`src/rtl/wdog_pkg.sv`:
```
package wdog_pkg;
  localparam int unsigned WD_CNT_W_DEF = 15;
  localparam int unsigned WD_REL_W_DEF = 7;
endpackage

```
`src/rtl/wdog_reload.sv`:
```
module wdog_reload #(
  parameter int unsigned REL_W = wdog_pkg::WD_REL_W_DEF
) (
  input  logic             clk,
  input  logic             hold,
  input  logic             wd_pulse,
  input  logic             we,
  input  logic [REL_W-1:0] wdata,
  output logic [REL_W-1:0] rel_q
);
  always_ff @(posedge clk) begin
    if (hold || wd_pulse) rel_q <= '0;
    else if (we)          rel_q <= wdata;
  end

  // any hold or watchdog pulse leaves the reload value at zero
  a_r1_reload_cleared: assert property (@(posedge clk)
    (hold || wd_pulse) |=> (rel_q == '0));
endmodule

```
`src/rtl/wdog_start_ctl.sv`:
```
module wdog_start_ctl (
  input  logic clk,
  input  logic hold,
  input  logic strap,
  input  logic start_we,
  input  logic start_wdata,
  input  logic idle_req,
  input  logic pdown_req,
  output logic run,
  output logic ps_allow,
  output logic load
);
  logic arm_q;
  logic stop_req;
  logic sw_go;

  assign stop_req = ps_allow && (idle_req || pdown_req);
  assign sw_go    = start_we && start_wdata && !run;
  assign load     = !hold && !stop_req && (arm_q || sw_go);

  always_ff @(posedge clk) begin
    if (hold) begin
      run      <= 1'b0;
      arm_q    <= strap;
      ps_allow <= !strap;
    end else begin
      arm_q <= 1'b0;
      if (stop_req)  run <= 1'b0;
      else if (load) run <= 1'b1;
    end
  end

  // outside a hold, only a pending strap capture or a software start can start
  a_r4_no_runtime_strap: assert property (@(posedge clk) disable iff (hold)
    (!run && !arm_q && !(start_we && start_wdata)) |=> !run);

  // a strapped start cannot be stopped by power-save requests
  a_r5_strap_locks_run: assert property (@(posedge clk) disable iff (hold)
    (!ps_allow && run) |=> run);

  // permission only changes during a hold
  a_r5_ps_stable: assert property (@(posedge clk) disable iff (hold)
    !$past(hold) |-> $stable(ps_allow));

  // permitted idle/power-down entry stops the counter
  a_r10_request_stops: assert property (@(posedge clk) disable iff (hold)
    (ps_allow && run && (idle_req || pdown_req)) |=> !run);

  // a hold stops the counter
  a_r8_hold_stops: assert property (@(posedge clk)
    hold |=> !run);
endmodule

```
`src/rtl/wdog_counter.sv`:
```
module wdog_counter #(
  parameter int unsigned CNT_W = wdog_pkg::WD_CNT_W_DEF,
  parameter int unsigned REL_W = wdog_pkg::WD_REL_W_DEF
) (
  input  logic             clk,
  input  logic             hold,
  input  logic             load,
  input  logic             refresh,
  input  logic             run,
  input  logic [REL_W-1:0] rel,
  output logic             wd_pulse,
  output logic             wd_flag
);
  localparam int unsigned LOW_W = CNT_W - REL_W;

  logic [CNT_W-1:0] cnt_q;
  logic [CNT_W-1:0] load_val;

  assign load_val = {rel, {LOW_W{1'b0}}};

  always_ff @(posedge clk) begin
    if (hold) begin
      cnt_q    <= '0;
      wd_pulse <= 1'b0;
      wd_flag  <= 1'b0;
    end else begin
      wd_pulse <= 1'b0;
      if (load || (run && refresh)) begin
        cnt_q <= load_val;
      end else if (run) begin
        if (&cnt_q) begin
          cnt_q    <= '0;
          wd_pulse <= 1'b1;
          wd_flag  <= 1'b1;
        end else begin
          cnt_q <= cnt_q + 1'b1;
        end
      end
    end
  end

  // the pulse lasts exactly one cycle
  a_r12_pulse_single: assert property (@(posedge clk) disable iff (hold)
    wd_pulse |=> !wd_pulse);

  // the flag is sticky between holds
  a_r12_flag_sticky: assert property (@(posedge clk) disable iff (hold)
    wd_flag |=> wd_flag);

  // a stopped counter holds its value
  a_r10_stopped_holds: assert property (@(posedge clk) disable iff (hold)
    (!run && !load) |=> $stable(cnt_q));

  // refresh presets from the reload value
  a_r11_refresh_loads: assert property (@(posedge clk) disable iff (hold)
    (run && refresh) |=> (cnt_q == $past(load_val)));
endmodule

```
`src/rtl/wdog_ctrl.sv`:
```
module wdog_ctrl #(
  parameter int unsigned CNT_W = wdog_pkg::WD_CNT_W_DEF,
  parameter int unsigned REL_W = wdog_pkg::WD_REL_W_DEF
) (
  input  logic             clk,
  input  logic             ext_rst,
  input  logic             hw_pd,
  input  logic             strap_start,
  input  logic             rel_we,
  input  logic [REL_W-1:0] rel_wdata,
  input  logic             start_we,
  input  logic             start_wdata,
  input  logic             idle_req,
  input  logic             pdown_req,
  input  logic             refresh,
  output logic             wd_reset,
  output logic             ps_allow,
  output logic             running,
  output logic             wd_flag
);
  logic             hold;
  logic             load;
  logic             pulse;
  logic [REL_W-1:0] rel_q;

  assign hold     = ext_rst || hw_pd;
  assign wd_reset = pulse;

  wdog_reload #(.REL_W(REL_W)) reload_i (
    .clk(clk), .hold(hold), .wd_pulse(pulse),
    .we(rel_we), .wdata(rel_wdata), .rel_q(rel_q)
  );

  wdog_start_ctl start_i (
    .clk(clk), .hold(hold), .strap(strap_start),
    .start_we(start_we), .start_wdata(start_wdata),
    .idle_req(idle_req), .pdown_req(pdown_req),
    .run(running), .ps_allow(ps_allow), .load(load)
  );

  wdog_counter #(.CNT_W(CNT_W), .REL_W(REL_W)) count_i (
    .clk(clk), .hold(hold), .load(load), .refresh(refresh),
    .run(running), .rel(rel_q), .wd_pulse(pulse), .wd_flag(wd_flag)
  );
endmodule

```
`config.mk`:
```
export PLATFORM = sky130hd
export DESIGN_NAME = wdog_ctrl
export DESIGN_NICKNAME = d
export VERILOG_FILES = /design/src/rtl/wdog_pkg.sv /design/src/rtl/wdog_reload.sv /design/src/rtl/wdog_start_ctl.sv /design/src/rtl/wdog_counter.sv /design/src/rtl/wdog_ctrl.sv
export SDC_FILE = /design/constraint.sdc
export NUM_CORES = 1
export LEC_CHECK = 0
export CORE_MARGIN = 2
export CORE_UTILIZATION = 50
export DETAILED_ROUTE_END_ITERATION = 10
export GPL_ROUTABILITY_DRIVEN = 0
export HOLD_SLACK_MARGIN = 0.05
export PLACE_DENSITY_LB_ADDON = 0.2
export SLEW_MARGIN = 20
export SYNTH_ARGS = -nofsm -noshare
export SYNTH_HDL_FRONTEND = slang
export SYNTH_SLANG_ARGS = --single-unit
export TNS_END_PERCENT = 10
```
`constraint.sdc`:
```
create_clock -name clk -period 4.2 [get_ports clk]
set_input_delay 0.84 -clock clk [delete_from_list [all_inputs] [get_ports clk]]
set_output_delay 0.84 -clock clk [all_outputs]
set_load 0.01 [all_outputs]
```
# Word-level counts from Yosys, hierarchy flattened
# Index checks and enable logic that the tools add are counted.
[op_classes] mul=0 magnitude_cmp=0 eq_ne=0 n_addsub=1 reduce_logical=21 bitwise_logic=2 mux=4 div=0 n_shift=0
[op_table] op="15-bit two-way mux" count=3
[op_table] op="17-bit AND reduction" count=1
[op_table] op="15-bit by 1-bit adder with 15-bit output (second input constant)" count=1
[op_table] op="15-bit AND reduction" count=1
[op_table] op="1-bit logical AND" count=6
[op_table] op="1-bit logical OR" count=5
[op_table] op="1-bit logical NOT" count=4
[op_table] op="2-bit OR reduction" count=2
[op_table] op="3-bit OR reduction" count=1
[op_table] op="1-bit NOT" count=2
[op_table] op="2-bit nonzero test" count=1
[op_table] op="1-bit two-way mux" count=1
[totals] output_inout_bits=4 ram_bits=0 latchBits=0 in_bits=17 ff_bits=27 rom_bits=0 wordCells=36 memories=0

# Depth between registers and ports, before layout
# Gate-level depths: netlist of the first run.
[logic_depth] ltp_word=8 ltp_mapped=6 depth_no_buf=5

# Modules after synthesis
# A second synthesis of the first run with hierarchy kept.
[hier_totals] hier_cells=147 area_unflattened_um2=1353.8
[modules_own_cells] mod="wdog_counter" n_inst=1 cells_each=111 area_per_inst_um2=970.9 seq_area_each_um2=340.3
[modules_own_cells] mod="wdog_reload" n_inst=1 cells_each=24 area_per_inst_um2=252.7 seq_area_each_um2=140.1
[modules_own_cells] mod="wdog_start_ctl" n_inst=1 cells_each=11 area_per_inst_um2=123.9 seq_area_each_um2=70.1
[modules_own_cells] mod="wdog_ctrl" n_inst=1 cells_each=1 area_per_inst_um2=6.3 seq_area_each_um2=0.0

# Least setup slack after synthesis of the first run
# No wires, ideal clock.
[synth_timing] path_kind="input to register" start="in hw_pd" end="reg count_i.cnt_q[11]" path_buffers=1 required_ns=4.121 setup_ns=0.079 cell_stages=5 t_arrival_ns=1.999 slack_ns=2.122 cell_sequence="or2_1 buf_2 a2111o_1 o31a_1 o211ai_1"
[synth_between] elab_chain_cells=6 elab_cells_between_ends=7 classes_between="mux: 1; reduce/logical: 6"
[synth_rtl] element="start: declaration" line_no="wdog_ctrl.sv:7" rtl="input logic hw_pd,"
[synth_rtl] element="1-bit logical OR (*)" line_no="wdog_ctrl.sv:26" rtl="assign hold = ext_rst || hw_pd;"
[synth_rtl] element="net count_i.hold" line_no="wdog_counter.sv:6" rtl="input logic hold,"
[synth_rtl] element="1-bit logical NOT" line_no="wdog_start_ctl.sv:19" rtl="assign load = !hold && !stop_req && (arm_q || sw_go);"
[synth_rtl] element="1-bit logical AND (2 in a row)" line_no="wdog_start_ctl.sv:19"
[synth_rtl] element="1-bit logical OR" line_no="wdog_counter.sv:28" rtl="if (load || (run && refresh)) begin"
[synth_rtl] element="15-bit two-way mux or 2-bit nonzero test (tied branches)"
[synth_rtl] element="end signal: assignment" line_no="wdog_counter.sv:29" rtl="cnt_q <= load_val;"
[synth_rtl] element="end signal: assignment" line_no="wdog_counter.sv:36" rtl="cnt_q <= cnt_q + 1'b1;"
[synth_rtl] element="end: declaration" line_no="wdog_counter.sv:16" rtl="logic [CNT_W-1:0] cnt_q;"
# The timed path passes the listed nets; every way through them passes the cells marked *.
# A chain may end at the register's enable or synchronous reset.

# Final worst setup path of the first run
[layout_timing] start="reg start_i.run" end="out running"
[layout_lines] element="start: declaration" line_no="wdog_start_ctl.sv:9" rtl="output logic run,"
[layout_lines] element="start signal: assignment" line_no="wdog_start_ctl.sv:23" rtl="run <= 1'b0;"
[layout_lines] element="start signal: assignment" line_no="wdog_start_ctl.sv:28" rtl="if (stop_req) run <= 1'b0;"
[layout_lines] element="start signal: assignment" line_no="wdog_start_ctl.sv:29" rtl="else if (load) run <= 1'b1;"
[layout_lines] element="end: declaration" line_no="wdog_ctrl.sv:18" rtl="output logic running,"
# No word-level cell between the ends.

==> results.tsv, run 1 <==
metric	value	unit
cp_slowest_stage_delay	0.69	ns
antennaDiodeCount	0	
vias	1201	
synthXorXnorAreaFrac	0.0133	
synthArstFlopShare	0	
ys_types	44	
cts_setup_buffers	0	
holdBufCountCts	0	
slew_headroom	0.357	
synth-compound-area-share	0.206	
dp_hpwl	2120	um
dr.pass1.iters	6	
cts_resized	0	
pin_count	21	
start_util	0.532	
synthToLayoutAreaGrowth	18.0	%
period_share	0.596	
portBuffers	20	
grt_pass1_vias	1112	
syn_area	0.00132	mm2
grt_overflow	0	
min_from	count_i.wd_flag	
synth_edf_count	1	
rows	18	
critPathCaptureType	output pin	
core-area	0.00248	mm2
drive_gt1_frac	0.0482	
syn_area_per_cell	8.85	um2
synth_top_family_by_area	simple AND/OR/NAND/NOR gates	
crit_required	3.36	ns
drv_cap	0	
synth_simple_gate_area_frac	0.248	
worstPathCellList	clkdlybuf4s50_1	
p_per_area	277	mW/mm2
p_leak	0.520	nW
dieWidth	55.4	um
clock-sinks	27	
critPathKind	flip-flop to output pin	
pre_cts_slack	1.40	ns
synth_ff_type	dfxtp_1	
routed_wl	2860	um
synth-seq-cells	27	
finalPower	0.432	mW
cts.clk_slew.worst_paths	0.15	ns
crit_buf_inv	1	
clk_path_buf_depth	2	
drt_iter0_drc	46	
min_path_type	flip-flop to flip-flop	
tns	0	ns
cts_tree	built	
syn-num-nets	167	
worstPathArrival	1.66	ns
hold-worst-slack	0.488	ns
cts-root-buf	clkbuf_4	
die_y	55.4	um
cp-startpoint	start_i.run	
cp_top_family	flip-flops	
hold_viol	0	
grt_pass1_wl	5130	um
ant_nets	0	
wire_per_inst	14.6	um
grt_start_max_net_pins	19	
syn_inst	149	
placed_area	0.00153	mm2
setup_ws	1.70	ns
path_max_fanout	18	
reg2reg_from	count_i.cnt_q[0]	
tightest_slew	0.964	ns
cpMaxStageDelayCell	dfxtp_1	
finalClockSkew	0.00461	ns
start_kind	flip-flop	
drc	0	
yosys.area_share.adder	0.00949	
seq_area_frac_synth	0.417	
yosysWarnings	0	
nNetsFinal	185	
muxShareOfSynthArea	0.0607	
grt_util_all_layers	0.200	
rsz0062_at_grt	false	
slew_violations	0	
fin_crit	2.50	ns
clock_latency	0.33	ns
status	complete, no violations	
cts_buffers	3	
antenna_found_initial	0	
setup_violations	0	
viasPerCell	6.13	
max-vdd-ir-drop	0.000193	V
final_area	0.00156	mm2
fmax	400	MHz
htreeDepth	1	
dieArea	0.00306	mm2
placed cells by master (no fill, tap or decap), drive strengths merged, types with 2 or more instances in the layout:
| cell type | n |
|---|---|
| nand2 | 12 |
| nand3 | 6 |
| dfxtp | 26 |
| clkbuf | 3 |
| clkdlybuf4s50 | 20 |
| a21oi | 4 |
| o31ai | 2 |
| o21a | 2 |
| mux2i | 8 |
| xor2 | 2 |
| nor4 | 5 |
| a31oi | 3 |
| a21o | 2 |
| or2 | 2 |
| a211oi | 2 |
| o21ai | 6 |
| or4 | 3 |
| nor2 | 15 |
| nand4 | 7 |
| nor3 | 2 |
| or3 | 4 |
| inv | 8 |
| a221o | 3 |
| a22oi | 2 |
power breakdown:
group,internal (mW),switching [mW]
Clock,0.0364,0.0814
Combinational,0.0259,0.0198
Sequential,0.263,0.00553
final cells by class:
class / count / area (um2)
clock buffers: 3 / 22.5
clock inverters: 1 / 7.51
fillers: 228 / 921
inverters: 8 / 30.0
multi-input cells: 107 / 708
flip-flops and latches: 27 / 551
well taps: 30 / 37.5
repair buffers: 20 / 200
layer usage:
metal | vias up | wire length (um) | part of all wire | GRT usage
li1 | 599 | - | - | -
met1 | 563 | 1340 | 0.47 | 0.275
met2 | 31 | 1330 | 0.47 | 0.318
met3 | 8 | 143 | 0.050 | 0.0468
met4 | 0 | 48 | 0.017 | 0.0418
met5 | - | 0 | 0 | 0
metrics by stage:
stage	instances	utilization
global placement	192	0.616
detailed placement	192	0.616
CTS	196	0.628
finish	196	0.628
global route	196	0.628
floorplan	149	-
worst paths after layout:
kind                            end  slack, ns  depth (start not counted)
setup / recovery            running       1.70                          1
hold / removal      count_i.wd_flag       0.49                          2
setup reg to reg  count_i.cnt_q[10]       2.04                          5
hold reg to reg     count_i.wd_flag       0.49                          2
synth_stat cells, drive strengths merged (2+ instances only):
cell	count	share of area
a211oi	2	0.011
a21o	2	0.011
a21oi	4	0.015
a221o	3	0.023
a22oi	2	0.011
a31oi	3	0.014
buf	3	0.011
clkbuf	4	0.011
dfxtp	26	0.39
inv	8	0.023
mux2i	8	0.061
nand2	12	0.034
nand3	6	0.023
nand4	7	0.049
nor2	15	0.043
nor3	2	0.0076
nor4	5	0.028
o21a	2	0.011
o21ai	6	0.023
o31ai	2	0.011
or2	2	0.0095
or3	4	0.019
or4	3	0.017
xor2	2	0.013
kinds of logic (layout without fill, tap and decap cells):
family / Yosys count / in the layout
buffers and inverters: 15 / 32
AOI/OAI and AO/OA: 37 / 37
and+or+nand+nor: 59 / 59
xor gates and xnor gates: 2 / 2
muxes: 8 / 8
adders and majority gates: 1 / 1
DFF: 27 / 27
flip-flops by register name, summed over array words and instances (netlist names):
name / flops
count_i.cnt_q: 15
count_i.wd_flag: 1
count_i.wd_pulse: 1
reload_i.rel_q: 7
start_i.arm_q: 1
start_i.ps_allow: 1
start_i.run: 1
worst reg2reg max path: cells and delay by family (launching register included):
kind	cells	cell delay, ns
simple gates	2	0.87
flops	1	0.45
compound gates	2	0.50
fa+ha+maj	1	0.25
No activity file was read; power rests on OpenSTA's default activity.
==> run 2, diff against run 1 <==
==> constraint.sdc (replaced) <==
create_clock -name clk -period 2.5 [get_ports clk]
set_input_delay 0.5 -clock clk [delete_from_list [all_inputs] [get_ports clk]]
set_output_delay 0.5 -clock clk [all_outputs]
set_load 0.01 [all_outputs]
==> run 2 against run 1 <==
  * Non-clock buffer count increased by 4
  * Core utilization increased by 1.1 points
  * First-iteration DRC count unchanged
  * Global-route usage increased by 0.39 points
  * Wire length decreased by 2.0%
  * Cell count increased by 2.0%
  * Critical path type is now flip-flop to flip-flop
  * Highest routed layer unchanged
==> results.tsv, run 2 (synthesis results as in run 1) <==
metric	value	unit	change
pin_count	21		unchanged
reg_top3	count_i.cnt_q (15), reload_i.rel_q (7)		
final_cell_mix	dfxtp_1 (26), clkdlybuf4s50_1 (20), nor2_1 (15), nand2_1 (12)		
clock-sinks	27		unchanged
dr.pass1.iters	4		-2
tightest_slew	0.604	ns	-0.360 ns
dieWidth	55.4	um	unchanged
slew_headroom	0.594		+0.237
period_share	0.847		
n_fill_cell	206		-9.6%
core-area	0.00248	mm2	unchanged
slew_violations	0		unchanged
drive_gt1_frac	0.0647		+0.0165
antennaDiodeCount	0		unchanged
die_y	55.4	um	unchanged
nNetsFinal	189		+2.2%
clock_latency	0.31	ns	-0.02 ns
fmax	472	MHz	
seqCellArea	551	um2	unchanged
min_from	count_i.wd_flag		
start_util	0.532		unchanged
dp_hpwl	2100	um	-1.1%
cts_resized	0		unchanged
r2r_cells	5		unchanged
cts_tree	built		
p_per_area	448	mW/mm2	+61%
rows	18		unchanged
path_max_fanout	9		-9
tns	0	ns	unchanged
drv_cap	0		unchanged
holdBufCountCts	0		unchanged
drt_iter0_drc	46		unchanged
htreeDepth	1		unchanged
cts_buffers	3		unchanged
cts_setup_buffers	0		unchanged
routed_wl	2810	um	-2.0%
whs_path_depth	2		unchanged
drc	0		unchanged
viasPerCell	6.02		-1.8%
status	complete, no violations		
antenna_found_initial	0		unchanged
worstPathArrival	2.33	ns	+0.67 ns
grt_pass1_wl	5200	um	+1.5%
min_to	count_i.wd_flag		
max-vdd-ir-drop	0.000283	V	+46%
start_kind	flip-flop		
regToRegSetupSlack	0.38	ns	-1.66 ns
cts-root-buf	clkbuf_4		
finalPower	0.709	mW	+64%
fin_crit	2.12	ns	
wire_per_inst	14.0	um	-4.0%
setup_violations	0		unchanged
ant_nets	0		unchanged
rsz0062_at_grt	false		
grt_start_max_net_pins	19		unchanged
largest_reg_flops	15		unchanged
p_leak	0.542	nW	+4.2%
portBuffers	20		unchanged
cts.clk_slew.worst_paths	0.14	ns	about the same
dieArea	0.00306	mm2	unchanged
vias	1203		+0.17%
grt_pass1_vias	1113		+0.090%
r2r_end	count_i.cnt_q[10]		
min_path_type	flip-flop to flip-flop		
finalClockSkew	0.00997	ns	+0.00537 ns
grt_overflow	0		unchanged
hold_viol	0		unchanged
clk_path_buf_depth	2		unchanged
crit_required	2.71	ns	-0.65 ns
critPathCaptureType	flip-flop		
multi_input_area	708	um2	unchanged
regMostFlops	count_i.cnt_q		
synthToLayoutAreaGrowth	20.0	%	
grt_util_all_layers	0.203		+0.00391
mostFrequentLayoutCell	dfxtp_1		
reg2reg_from	count_i.cnt_q[0]		
critPathKind	flip-flop to flip-flop		
==> run 2: how the worst max path moves through the flow <==
stage                           startpoint           endpoint  slack, ns  depth (start not counted)
after floorplan           count_i.cnt_q[0]   count_i.cnt_q[5]       0.70                          6
after global placement           pdown_req  count_i.cnt_q[11]       0.28                          5
after detailed placement         pdown_req  count_i.cnt_q[11]       0.24                          5
after CTS                 count_i.cnt_q[0]  count_i.cnt_q[10]       0.41                          5
after global routing      count_i.cnt_q[0]  count_i.cnt_q[10]       0.23                          5
final                     count_i.cnt_q[0]  count_i.cnt_q[10]       0.38                          5
==> run 2: critical path: stages, from the launching register on <==
cell and delay (ns):
dfxtp_1 0.44, ha_1 0.23, nand4_2 0.25, nor4_2 0.63, o31ai_1 0.16, a221o_1 0.30
==> run 2: report_power, final <==
group / switching, mW / total (mW) / internal (mW)
clock network: 0.116 / 0.178 / 0.0623
logic: 0.0371 / 0.0837 / 0.0465
registers: 0.00582 / 0.447 / 0.441
==> run 2: cell type report <==
| class | count | area share |
|---|---|---|
| timing repair buffer | 24 | 0.145 |
| tap | 30 | 0.0237 |
| clock buffer | 4 | 0.0166 |
| inverter | 8 | 0.0190 |
| multi-input combinational | 107 | 0.447 |
| sequential | 27 | 0.348 |
==> run 2: routing by layer <==
| metal | global-route usage | part of all wire |
|---|---|---|
| met1 | 0.285 | 0.48 |
| met2 | 0.318 | 0.47 |
| met3 | 0.0375 | 0.049 |
| met4 | 0.0592 | 0.0046 |
| met5 | 0 | 0 |
==> run 2: stage by stage <==
stage | cells | cell area [um2] | utilization | hold WS [ns] | setup slack (ns)
final | 200 | 1580 | 0.639 | 0.483 | 0.383
after global routing | 200 | 1580 | 0.639 | 0.519 | 0.231
after CTS | 200 | 1580 | 0.639 | 0.481 | 0.408
after detailed placement | 196 | 1560 | 0.628 | 0.461 | 0.244
after global placement | 196 | 1560 | 0.628 | 0.462 | 0.283
after floorplan | 149 | 1320 | - | 0.435 | 0.703
==> run 3, diff against run 2 <==
--- a/config.mk
+++ b/config.mk
@@ -6,7 +6,7 @@
 export NUM_CORES = 1
 export LEC_CHECK = 0
 export CORE_MARGIN = 2
-export CORE_UTILIZATION = 50
+export CORE_UTILIZATION = 47
 export DETAILED_ROUTE_END_ITERATION = 10
 export GPL_ROUTABILITY_DRIVEN = 0
 export HOLD_SLACK_MARGIN = 0.05
==> constraint.sdc (replaced) <==
create_clock -name clk -period 1.93 [get_ports clk]
set_input_delay 0.386 -clock clk [delete_from_list [all_inputs] [get_ports clk]]
set_output_delay 0.386 -clock clk [all_outputs]
set_load 0.01 [all_outputs]
==> run 3 against run 2 <==
  * Via count is 3.1% higher
  * Setup slack lost 0.29 ns
  * Highest routed layer unchanged
  * Maximum frequency rose by 15%
==> results.tsv, run 3 (synthesis results as in run 1) <==
metric	value	unit	change
pre_cts_slack	-0.166	ns	-0.409 ns
vias	1240		+3.1%
viasPerCell	5.93		-1.4%
nNetsFinal	197		+4.2%
portBuffers	20		unchanged
dp_hpwl	2340	um	+12%
clock_latency	0.32	ns	about the same
worstPathCellList	ha_1 > nand4_2 > or4_1 > a31oi_1 > a311oi_1		
pin_count	21		unchanged
min_path_type	flip-flop to flip-flop		
cts_tree	built		
rsz0062_at_grt	false		
wire_per_inst	14.8	um	+5.6%
core-area	0.00271	mm2	+9.4%
regMostFlops	count_i.cnt_q		
largest_reg_flops	15		unchanged
antenna_found_initial	0		unchanged
cpMaxStageDelayCell	or4_1		
mostFrequentLayoutCell	dfxtp_1		
dieArea	0.00325	mm2	+5.9%
drive_gt1_frac	0.112		+0.0477
p_per_area	574	mW/mm2	+28%
holdBufCountCts	0		unchanged
grt_pass1_wl	5400	um	+3.7%
cts_resized	0		unchanged
final_util	0.607		-0.0318
p_leak	0.584	nW	+7.8%
crit_buf_inv	0		unchanged
synthToLayoutAreaGrowth	24.8	%	
critPathKind	flip-flop to flip-flop		
period_share	0.952		+0.105
hold_viol	0		unchanged
path_max_fanout	7		-2
cts_setup_buffers	0		unchanged
dr.pass1.iters	4		unchanged
dieWidth	57.0	um	+2.9%
antennaDiodeCount	0		unchanged
start_util	0.487		-0.0457
die_y	57.0	um	+2.9%
max-vdd-ir-drop	0.000468	V	+65%
final_area	0.00165	mm2	+4.0%
rows	19		+1
fmax	544	MHz	+15%
drt_iter0_drc	48		+4.3%
grt_overflow	0		unchanged
htreeDepth	1		unchanged
final_cell_mix	dfxtp_1 (26), clkdlybuf4s50_1 (20), nor2_1 (15), nand2_1 (12), buf_4 (12)		
clock-sinks	27		unchanged
n_fill_cell	241		+17%
worstPathArrival	2.05	ns	-0.28 ns
drc	0		unchanged
grt_start_max_net_pins	16		-3
crit_required	2.14	ns	-0.57 ns
status	complete, no violations		
ant_nets	0		unchanged
drv_cap	0		unchanged
clk_path_buf_depth	2		unchanged
critPathCaptureType	flip-flop		
routed_wl	3090	um	+10%
placed_area	0.00162	mm2	+3.9%
setup_ws	0.0930	ns	-0.290 ns
cp_slowest_stage_delay	0.70	ns	+0.07 ns
grt_util_all_layers	0.208		+0.00481
tightest_slew	0.408	ns	-0.196 ns
fin_crit	1.84	ns	-0.280 ns
slew_violations	0		unchanged
reg_top3	count_i.cnt_q (15), reload_i.rel_q (7)		
cp_top_family	simple AND/OR/NAND/NOR gates		
cts-root-buf	clkbuf_4		
finalClockSkew	0.00102	ns	-0.00895 ns
cts.clk_slew.worst_paths	0.15	ns	about the same
slew_headroom	0.726		+0.132
setup_violations	0		unchanged
start_kind	flip-flop		
cts_buffers	3		unchanged
grt_pass1_vias	1234		+11%
## run 3: changes by cell type in the layout (fill, tap and decap cells not counted)
cell	change
buf_4	+8
clkinv_2	+1
clkbuf_1	-1
## run 3: metal layers
metal / wire length (um) / GRT usage / share of wire
met4: 19 / 0.0797 / 0.0061
met5: 0 / 0 / 0
met2: 1500 / 0.363 / 0.48
met1: 1420 / 0.255 / 0.46
met3: 160 / 0.0385 / 0.052
## run 3: worst paths after layout
kind / start / end / slack (ns) / cells after the start
worst max-delay path: count_i.cnt_q[0] / count_i.cnt_q[5] / 0.09 / 5
worst min-delay path: count_i.wd_flag / count_i.wd_flag / 0.49 / 2
worst max register to register: count_i.cnt_q[0] / count_i.cnt_q[5] / 0.09 / 5
worst min register to register: count_i.wd_flag / count_i.wd_flag / 0.49 / 2
## run 3: area by class of cell
class,instances,area (um2),area share
Clock buffer,3,22.5,0.0137
Clock inverter,1,5.00,0.00304
Timing Repair Buffer,32,290,0.176
Multi-Input combinational cell,107,708,0.430
Inverter,8,30.0,0.0183
Sequential cell,27,551,0.335
Tap cell,31,38.8,0.0236
## run 3: power by group
part,internal [mW],switching (mW),leakage (nW)
logic,0.0656,0.0494,0.346
registers,0.572,0.00931,0.221
clock network,0.0778,0.170,0.0177
total,0.715,0.229,0.584
## run 3: stage by stage
step           std cells  hold WS, ns  total power, mW  setup TNS (ns)
4_1_cts              209        0.493            0.953               0
2_1_floorplan        149        0.435            0.645               0
3_3_place_gp         205        0.463            0.704          -0.350
5_1_grt              209        0.505            0.981               0
6_report             209        0.486            0.944               0
3_5_place_dp         205        0.472            0.707          -0.691
## run 3: worst register-to-register path: cells and delay by family, from the launching register on
family                   cells  cell delay (ns)
AO/OA/AOI/OAI                2             0.30
adder cells (fa/ha/maj)      1             0.19
AND/OR/NAND/NOR              2             0.87
flip-flops                   1             0.37
